`src/rtl/itlb_lru_pkg.sv`:
```
package itlb_lru_pkg;
  localparam int unsigned NUM_ENT = 4;
  localparam int unsigned IDX_W   = 2;
  localparam int unsigned LRU_W   = 6;

  typedef logic [LRU_W-1:0] lru_t;
  typedef logic [IDX_W-1:0] idx_t;

  function automatic lru_t lru_touch(lru_t l, idx_t e);
    lru_t n;
    n = l;
    case (e)
      2'd0: n[5:3] = 3'b000;
      2'd1: begin n[5] = 1'b1; n[2:1] = 2'b00; end
      2'd2: begin n[4] = 1'b1; n[2] = 1'b1; n[0] = 1'b0; end
      default: begin n[3] = 1'b1; n[1] = 1'b1; n[0] = 1'b1; end
    endcase
    return n;
  endfunction

  // {ok, idx}; order of checks is the replacement priority
  function automatic logic [2:0] lru_pick(lru_t l);
    if (l[5:3] == 3'b111)                         return {1'b1, 2'd0};
    else if (!l[5] && l[2:1] == 2'b11)            return {1'b1, 2'd1};
    else if (!l[4] && !l[2] && l[0])              return {1'b1, 2'd2};
    else if (!l[3] && !l[1] && !l[0])             return {1'b1, 2'd3};
    else                                          return {1'b0, 2'd0};
  endfunction

  function automatic logic [9:0] page_mask(logic [1:0] sz);
    case (sz)
      2'd0:    return 10'h000;
      2'd1:    return 10'h003;
      2'd2:    return 10'h03f;
      default: return 10'h3ff;
    endcase
  endfunction
endpackage

```
`src/rtl/itlb_entries.sv`:
```
module itlb_entries
  import itlb_lru_pkg::*;
#(
  parameter int unsigned VPN_W = 22,
  parameter int unsigned PPN_W = 19
) (
  input  logic               clk_i,
  input  logic               rst_ni,
  input  logic [VPN_W-1:0]   vpn_i,
  output logic [NUM_ENT-1:0] hit_vec_o,
  input  idx_t               sel_idx_i,
  output logic [PPN_W-1:0]   sel_ppn_o,
  output logic [1:0]         sel_sz_o,
  input  idx_t               vic_idx_i,
  output logic               vic_valid_o,
  output logic [VPN_W-1:0]   vic_vpn_o,
  input  logic               wr_en_i,
  input  logic [VPN_W-1:0]   wr_vpn_i,
  input  logic [PPN_W-1:0]   wr_ppn_i,
  input  logic [1:0]         wr_sz_i
);
  logic [NUM_ENT-1:0] valid_q;
  logic [VPN_W-1:0]   vpn_q [NUM_ENT];
  logic [PPN_W-1:0]   ppn_q [NUM_ENT];
  logic [1:0]         sz_q  [NUM_ENT];

  for (genvar g = 0; g < NUM_ENT; g++) begin : g_ent
    logic [VPN_W-1:0] ign;
    assign ign = {{(VPN_W-10){1'b0}}, page_mask(sz_q[g])};

    always_ff @(posedge clk_i or negedge rst_ni) begin
      if (!rst_ni) begin
        valid_q[g] <= 1'b0;
        vpn_q[g]   <= '0;
        ppn_q[g]   <= '0;
        sz_q[g]    <= '0;
      end else if (wr_en_i && vic_idx_i == idx_t'(g)) begin
        valid_q[g] <= 1'b1;
        vpn_q[g]   <= wr_vpn_i;
        ppn_q[g]   <= wr_ppn_i;
        sz_q[g]    <= wr_sz_i;
      end
    end

    assign hit_vec_o[g] = valid_q[g] && (((vpn_q[g] ^ vpn_i) & ~ign) == '0);
  end

  assign sel_ppn_o   = ppn_q[sel_idx_i];
  assign sel_sz_o    = sz_q[sel_idx_i];
  assign vic_valid_o = valid_q[vic_idx_i];
  assign vic_vpn_o   = vpn_q[vic_idx_i];
endmodule

```
`src/rtl/itlb_lru.sv`:
```
module itlb_lru
  import itlb_lru_pkg::*;
(
  input  logic clk_i,
  input  logic rst_ni,
  input  logic touch_i,
  input  idx_t touch_idx_i,
  output lru_t lru_o,
  output idx_t victim_o,
  output logic err_o
);
  lru_t       lru_q;
  logic [2:0] pick;

  always_ff @(posedge clk_i or negedge rst_ni) begin
    if (!rst_ni)      lru_q <= '0;
    else if (touch_i) lru_q <= lru_touch(lru_q, touch_idx_i);
  end

  assign pick     = lru_pick(lru_q);
  assign victim_o = pick[1:0];
  assign err_o    = !pick[2];
  assign lru_o    = lru_q;
endmodule

```
`src/rtl/itlb_fill_ctrl.sv`:
```
module itlb_fill_ctrl #(
  parameter int unsigned VPN_W    = 22,
  parameter int unsigned PPN_W    = 19,
  parameter int unsigned FILL_LAT = 3
) (
  input  logic             clk_i,
  input  logic             rst_ni,
  input  logic             miss_i,
  input  logic [VPN_W-1:0] vpn_i,
  input  logic             l2_rsp_i,
  input  logic             l2_hit_i,
  input  logic [PPN_W-1:0] l2_ppn_i,
  input  logic [1:0]       l2_sz_i,
  output logic             busy_o,
  output logic             l2_req_o,
  output logic [VPN_W-1:0] l2_vpn_o,
  output logic             wr_en_o,
  output logic [PPN_W-1:0] wr_ppn_o,
  output logic [1:0]       wr_sz_o
);
  localparam int unsigned CNT_W = $clog2(FILL_LAT + 1);

  typedef enum logic [1:0] {S_IDLE, S_WAIT, S_COPY} state_t;
  state_t           st_q;
  logic [CNT_W-1:0] cnt_q;
  logic [VPN_W-1:0] vpn_q;
  logic [PPN_W-1:0] ppn_q;
  logic [1:0]       sz_q;

  always_ff @(posedge clk_i or negedge rst_ni) begin
    if (!rst_ni) begin
      st_q  <= S_IDLE;
      cnt_q <= '0;
      vpn_q <= '0;
      ppn_q <= '0;
      sz_q  <= '0;
    end else begin
      case (st_q)
        S_IDLE: if (miss_i) begin
          st_q  <= S_WAIT;
          vpn_q <= vpn_i;
        end
        S_WAIT: if (l2_rsp_i) begin
          if (l2_hit_i) begin
            st_q  <= S_COPY;
            cnt_q <= CNT_W'(FILL_LAT - 1);
            ppn_q <= l2_ppn_i;
            sz_q  <= l2_sz_i;
          end else begin
            st_q <= S_IDLE;
          end
        end
        S_COPY: begin
          if (cnt_q == '0) st_q <= S_IDLE;
          else             cnt_q <= cnt_q - 1'b1;
        end
        default: st_q <= S_IDLE;
      endcase
    end
  end

  assign busy_o   = st_q != S_IDLE;
  assign l2_req_o = st_q == S_WAIT;
  assign l2_vpn_o = vpn_q;
  assign wr_en_o  = st_q == S_COPY && cnt_q == '0;
  assign wr_ppn_o = ppn_q;
  assign wr_sz_o  = sz_q;
endmodule

```
`src/rtl/itlb_lru_refill.sv`:
```
module itlb_lru_refill
  import itlb_lru_pkg::*;
#(
  parameter int unsigned VPN_W    = 22,
  parameter int unsigned PPN_W    = 19,
  parameter int unsigned FILL_LAT = 3
) (
  input  logic             clk_i,
  input  logic             rst_ni,
  input  logic             req_i,
  input  logic [VPN_W-1:0] vpn_i,
  output logic             hit_o,
  output logic [1:0]       hit_idx_o,
  output logic [PPN_W-1:0] ppn_o,
  output logic             miss_o,
  output logic             multi_o,
  output logic             busy_o,
  output logic             l2_req_o,
  output logic [VPN_W-1:0] l2_vpn_o,
  input  logic             l2_rsp_i,
  input  logic             l2_hit_i,
  input  logic [PPN_W-1:0] l2_ppn_i,
  input  logic [1:0]       l2_sz_i,
  output logic             inval_o,
  output logic [VPN_W-1:0] inval_vpn_o,
  output logic [5:0]       lru_o,
  output logic             lru_err_o
);
  logic [NUM_ENT-1:0] hit_vec;
  idx_t               hit_idx, victim;
  logic [PPN_W-1:0]   sel_ppn, wr_ppn;
  logic [1:0]         sel_sz, wr_sz;
  logic               vic_valid, wr_en, look;
  logic [VPN_W-1:0]   vic_vpn;
  logic [2:0]         n_match;
  logic [PPN_W-1:0]   off_mask;

  always_comb begin
    hit_idx = '0;
    n_match = '0;
    for (int i = NUM_ENT - 1; i >= 0; i--) begin
      if (hit_vec[i]) hit_idx = idx_t'(i);
      n_match = n_match + 3'(hit_vec[i]);
    end
  end

  assign look      = req_i && !busy_o;
  assign hit_o     = look && n_match == 3'd1;
  assign multi_o   = look && n_match > 3'd1;
  assign miss_o    = look && n_match == 3'd0;
  assign hit_idx_o = hit_idx;
  assign off_mask  = {{(PPN_W-10){1'b0}}, page_mask(sel_sz)};
  assign ppn_o     = (sel_ppn & ~off_mask) | (vpn_i[PPN_W-1:0] & off_mask);

  assign inval_o     = wr_en && vic_valid;
  assign inval_vpn_o = vic_vpn;

  itlb_entries #(.VPN_W(VPN_W), .PPN_W(PPN_W)) i_entries (
    .clk_i, .rst_ni, .vpn_i,
    .hit_vec_o  (hit_vec),
    .sel_idx_i  (hit_idx),
    .sel_ppn_o  (sel_ppn),
    .sel_sz_o   (sel_sz),
    .vic_idx_i  (victim),
    .vic_valid_o(vic_valid),
    .vic_vpn_o  (vic_vpn),
    .wr_en_i    (wr_en),
    .wr_vpn_i   (l2_vpn_o),
    .wr_ppn_i   (wr_ppn),
    .wr_sz_i    (wr_sz)
  );

  itlb_lru i_lru (
    .clk_i, .rst_ni,
    .touch_i    (hit_o || wr_en),
    .touch_idx_i(wr_en ? victim : hit_idx),
    .lru_o      (lru_o),
    .victim_o   (victim),
    .err_o      (lru_err_o)
  );

  itlb_fill_ctrl #(.VPN_W(VPN_W), .PPN_W(PPN_W), .FILL_LAT(FILL_LAT)) i_fill (
    .clk_i, .rst_ni,
    .miss_i  (miss_o),
    .vpn_i,
    .l2_rsp_i, .l2_hit_i, .l2_ppn_i, .l2_sz_i,
    .busy_o, .l2_req_o, .l2_vpn_o,
    .wr_en_o (wr_en),
    .wr_ppn_o(wr_ppn),
    .wr_sz_o (wr_sz)
  );
endmodule

```
`config.mk`:
```
export PLATFORM = sky130hd
export DESIGN_NAME = itlb_lru_refill
export DESIGN_NICKNAME = d
export VERILOG_FILES = /design/src/rtl/itlb_lru_pkg.sv /design/src/rtl/itlb_entries.sv /design/src/rtl/itlb_lru.sv /design/src/rtl/itlb_fill_ctrl.sv /design/src/rtl/itlb_lru_refill.sv
export SDC_FILE = /design/constraint.sdc
export NUM_CORES = 1
export LEC_CHECK = 0
export BUFFER_PORTS_ARGS = -buffer_cell sky130_fd_sc_hd__buf_2
export CORE_MARGIN = 8
export CORE_UTILIZATION = 55
export DETAILED_ROUTE_END_ITERATION = 12
export GPL_ROUTABILITY_DRIVEN = 0
export PLACE_DENSITY = 0.76
export SYNTH_ARGS = -nofsm -noshare
export SYNTH_HDL_FRONTEND = slang
export SYNTH_HIERARCHICAL = 1
export SYNTH_SLANG_ARGS = --single-unit
export TNS_END_PERCENT = 5
```
`constraint.sdc`:
```
create_clock -name clk_i -period 14.85 [get_ports clk_i]
set_clock_uncertainty 0.1 [all_clocks]
set_input_delay 4.455 -clock clk_i [delete_from_list [all_inputs] [get_ports clk_i]]
set_output_delay 4.455 -clock clk_i [all_outputs]
set_load 0.01 [all_outputs]
```
==> key figures <==
Setup path
  • Req. time, crit path: roughly 10,000 ps
  • Worst reg2reg path endpoint: i_fill/l2_vpn_o[9]
  • Worst reg-to-reg setup slack: approximately 9600 ps
  • Crit path capture type: primary output
  • Reg-to-Reg Start: i_entries/vpn_q[48]
  • Crit Path Class: in -> out
  • Crit-path max FO: 10
  • Worst endpoint data arrival time: ~8400 ps
  • CP Launch Type: primary input
  • Worst R2R Path Depth: 12

Hold path
  • HP Start: i_entries/valid_q[3]
  • Min-Delay Path Class: reg -> reg
  • Hold endpoint: i_entries/valid_q[3]
  • Hold Path Cell Cnt: 1

CTS
  • CTS Hold Bufs: 0
  • Clk_lat worst skew: slightly above 500 ps
  • Post-CTS Setup Repair Bufs: 0
  • CTS tree: yes
  • Post-cts resize count: 0
  • CTS root buffer: clkbuf_16
  • Cts bufs inserted: 24
  • Max Buffers Root-to-Sink: 3
  • # clock sinks: around 230
  • Reg clk slew, reported paths: roughly 60 ps
  • H-tree depth: 1

Power and ir drop
  • NetSw: 796 uW
  • Combinational group share of total power: about 31%
  • Clock network fraction of total power: 26.7%
  • Leakage Power: 6.32 nW
  • Power per cell area: about 200 mW/mm^2
  • Maximum vdd drop: between 100 and 150 uV
  • Internal power: approximately 1.7 mW
  • Switching Share: 31.5%
  • Reg power frac: a little over two fifths

Synthesis
  • Post-synthesis sequential area ratio: between 50% and 60%
  • Synthesized Nets: between 700 and 800
  • Ys Warns: 6
  • Mapped Avg Cell Area: 15.1 sq um
  • Mapped Cells: between 700 and 800
  • Register bit count reported by yosys: roughly 230
  • Syn Std Cell Area: approximately 0.011 sq mm
  • Post-synth cell types: between 50 and 60

Job
  • Max-cap violation count: 0

Placement
  • I/O Buffers: approximately 130
  • HPWL Detailed: about 18 mm
  • Placed Area: around 0.012 sq mm

Cells and area
  • Layout Cell Area excl Fill: ~0.013 sq mm
  • P&R area growth vs syn: 16.2%
  • Fill count: between 1k and 1.5k
  • Commonest non-fill, non-tap cell in the layout: dfrtp_1
  • ANT cells: 0
  • Commonest cells after routing, fill and taps aside: dfrtp_1, mux2_2, buf_2, xor2_1, mux4_2
  • Share of post-route cells with drive strength above 1: between 50% and 60%
  • Fin nets: 920
  • Final Util: between 60% and 70%

Floorplan
  • Row count: 52
  • Initial Utilization: between 50 and 60%
  • Die ar.: 0.0251 sq mm
  • IO Count: 126
  • Die W: 158 um
  • Core ar.: around 0.020 sq mm
  • Chip Height: roughly 160 um

Global routing
  • Number of global-route vias before repair: 7,390
  • Largest net degree at the start of global routing: 94
  • First-pass GRT wire length: about 42 mm
  • Gr ovfl total: 0
  • Initial antenna violation count: 0
  • Total track usage: 21.9%

STA
  • Minimum clock period: between 10,000 and 15,000 ps
  • Tcrit/Tclk final: 87.4%
  • Fmax: about 77 MHz
  • Final Hold Fails: 0
  • Sum Neg Setup Slack: 0 ps
  • RSZ-0062 raised after global routing: no
  • # setup viols final: 0
  • Pins Over Slew Limit: 0
  • Worst slew pin tran: about 1100 ps
  • Relative slew slack: 27.6%

Routing
  • Vias post-DR: 6,740
  • Initial drt markers: about 370
  • Drt pass-1 iters: 5
  • WL final: between 20 and 30 mm
  • Routed len/inst: about 23 um
  • Routed Antenna Nets: 0
  • Vias/cell: about 6
  • DRC Markers: 0

Run status
  • Status: finished clean
[critical path, stage by stage]
cell       delay (ps)
buf_2             160
xor2_1            160
nor4_1            470
o211ai_1          190
a2111oi_1         790
a21oi_1           270
nor2_4            440
mux4_2            700
nor2_2            260
mux2_2            370
buf_2             140
[worst max path at each step]
stage / startpoint / endpoint / slack [ps] / depth (start not counted)
6_report: vpn_i[4] / ppn_o[1] / 1880 / 11
5_1_grt: vpn_i[4] / ppn_o[1] / 1670 / 11
4_1_cts: vpn_i[4] / ppn_o[1] / 1900 / 11
3_5_place_dp: vpn_i[4] / ppn_o[1] / 1930 / 11
3_3_place_gp: vpn_i[4] / ppn_o[0] / 2110 / 11
2_1_floorplan: vpn_i[9] / ppn_o[0] / 2790 / 10
[cell families after synthesis]
logic type                 Yosys count  synth area share (%)
DFF                                229                  51.4
muxes                              272                  32.7
buffers and inverters               47                  2.20
adders and majority gates            8                 0.964
AOI/OAI and AO/OA                   27                  1.88
xor gates and xnor gates            89                  6.99
and+or+nand+nor                     65                  3.95
[metrics by stage]
step                      hold WS [ps]  instances  total power, mW  setup WS, ps
after floorplan                    351        737             1.57          2790
after global placement             369       1108             1.82          2110
after detailed placement           376       1108             1.86          1930
after CTS                          392       1148             2.55          1900
after global routing               416       1148             2.66          1670
final                              397       1148             2.53          1880
[registers in the layout (all words and copies together) (netlist names), 4 cells and up]
register and cells:
i_entries/ppn_q 76, i_entries/sz_q 8, i_fill/wr_ppn_o 19, i_fill/l2_vpn_o 22, i_entries/vpn_q 88, i_lru/lru_o 6, i_entries/valid_q 4
[Yosys cell counts (all sizes together)]
| master | number | area [sq um] |
|---|---|---|
| nor2b | 1 | 13.8 |
| nor3 | 2 | 10.0 |
| mux2i | 1 | 10.0 |
| o32ai | 2 | 25.0 |
| and2 | 3 | 18.8 |
| o21ai | 5 | 25.0 |
| a311oi | 1 | 8.76 |
| a21o | 2 | 15.0 |
| o31ai | 1 | 7.51 |
| a21boi | 1 | 11.3 |
| clkbuf | 11 | 41.3 |
| a31o | 2 | 17.5 |
| nand3 | 10 | 62.6 |
| xor2 | 56 | 490 |
| a2111oi | 4 | 40.0 |
| ha | 7 | 87.6 |
| nand3b | 2 | 15.0 |
| mux2 | 227 | 2640 |
| inv | 9 | 33.8 |
| nor3b | 2 | 31.3 |
| buf | 27 | 170 |
| a31oi | 1 | 6.26 |
| xnor2 | 33 | 289 |
| nand2 | 7 | 33.8 |
| or3b | 1 | 8.76 |
| dfrtp | 229 | 5730 |
| nand4 | 4 | 25.0 |
| or2 | 2 | 15.0 |
| nand2b | 6 | 40.0 |
| nor2 | 11 | 51.3 |
| nor4 | 13 | 106 |
| a22o | 1 | 8.76 |
| fa | 1 | 20.0 |
| and3b | 1 | 8.76 |
| mux4 | 44 | 991 |
| a21oi | 3 | 15.0 |
| o211ai | 4 | 30.0 |
[metal layers]
layer / part of all wire [%] / track usage (%) / up-vias / routed length, um
met5: 0 / 0 / - / 0
met4: 2.1 / 6.33 / 0 / 559
met3: 6.0 / 4.21 / 43 / 1600
met2: 50 / 35.7 / 208 / 13200
met1: 42 / 29.4 / 3529 / 11200
li1: - / - / 2960 / -
[power groups by stage]
stage          combinational, mW  sequential, mW  clock, mW
2_1_floorplan              0.548            1.02          0
5_1_grt                    0.839            1.11      0.717
3_5_place_dp               0.785            1.08          0
3_3_place_gp               0.766            1.05          0
4_1_cts                    0.792            1.07      0.689
6_report                   0.781            1.07      0.675
[cell type report]
cell class / count / area [sq um] / share of cell area [%]
sequential: 229 / 5730 / 44.2
multi-input combinational: 461 / 5230 / 40.3
timing repair buffer: 139 / 741 / 5.71
clock buffer: 31 / 678 / 5.23
tap: 270 / 338 / 2.60
clock inverter: 9 / 220 / 1.70
inverter: 9 / 33.8 / 0.260
Power figures use the tool's default switching activity.
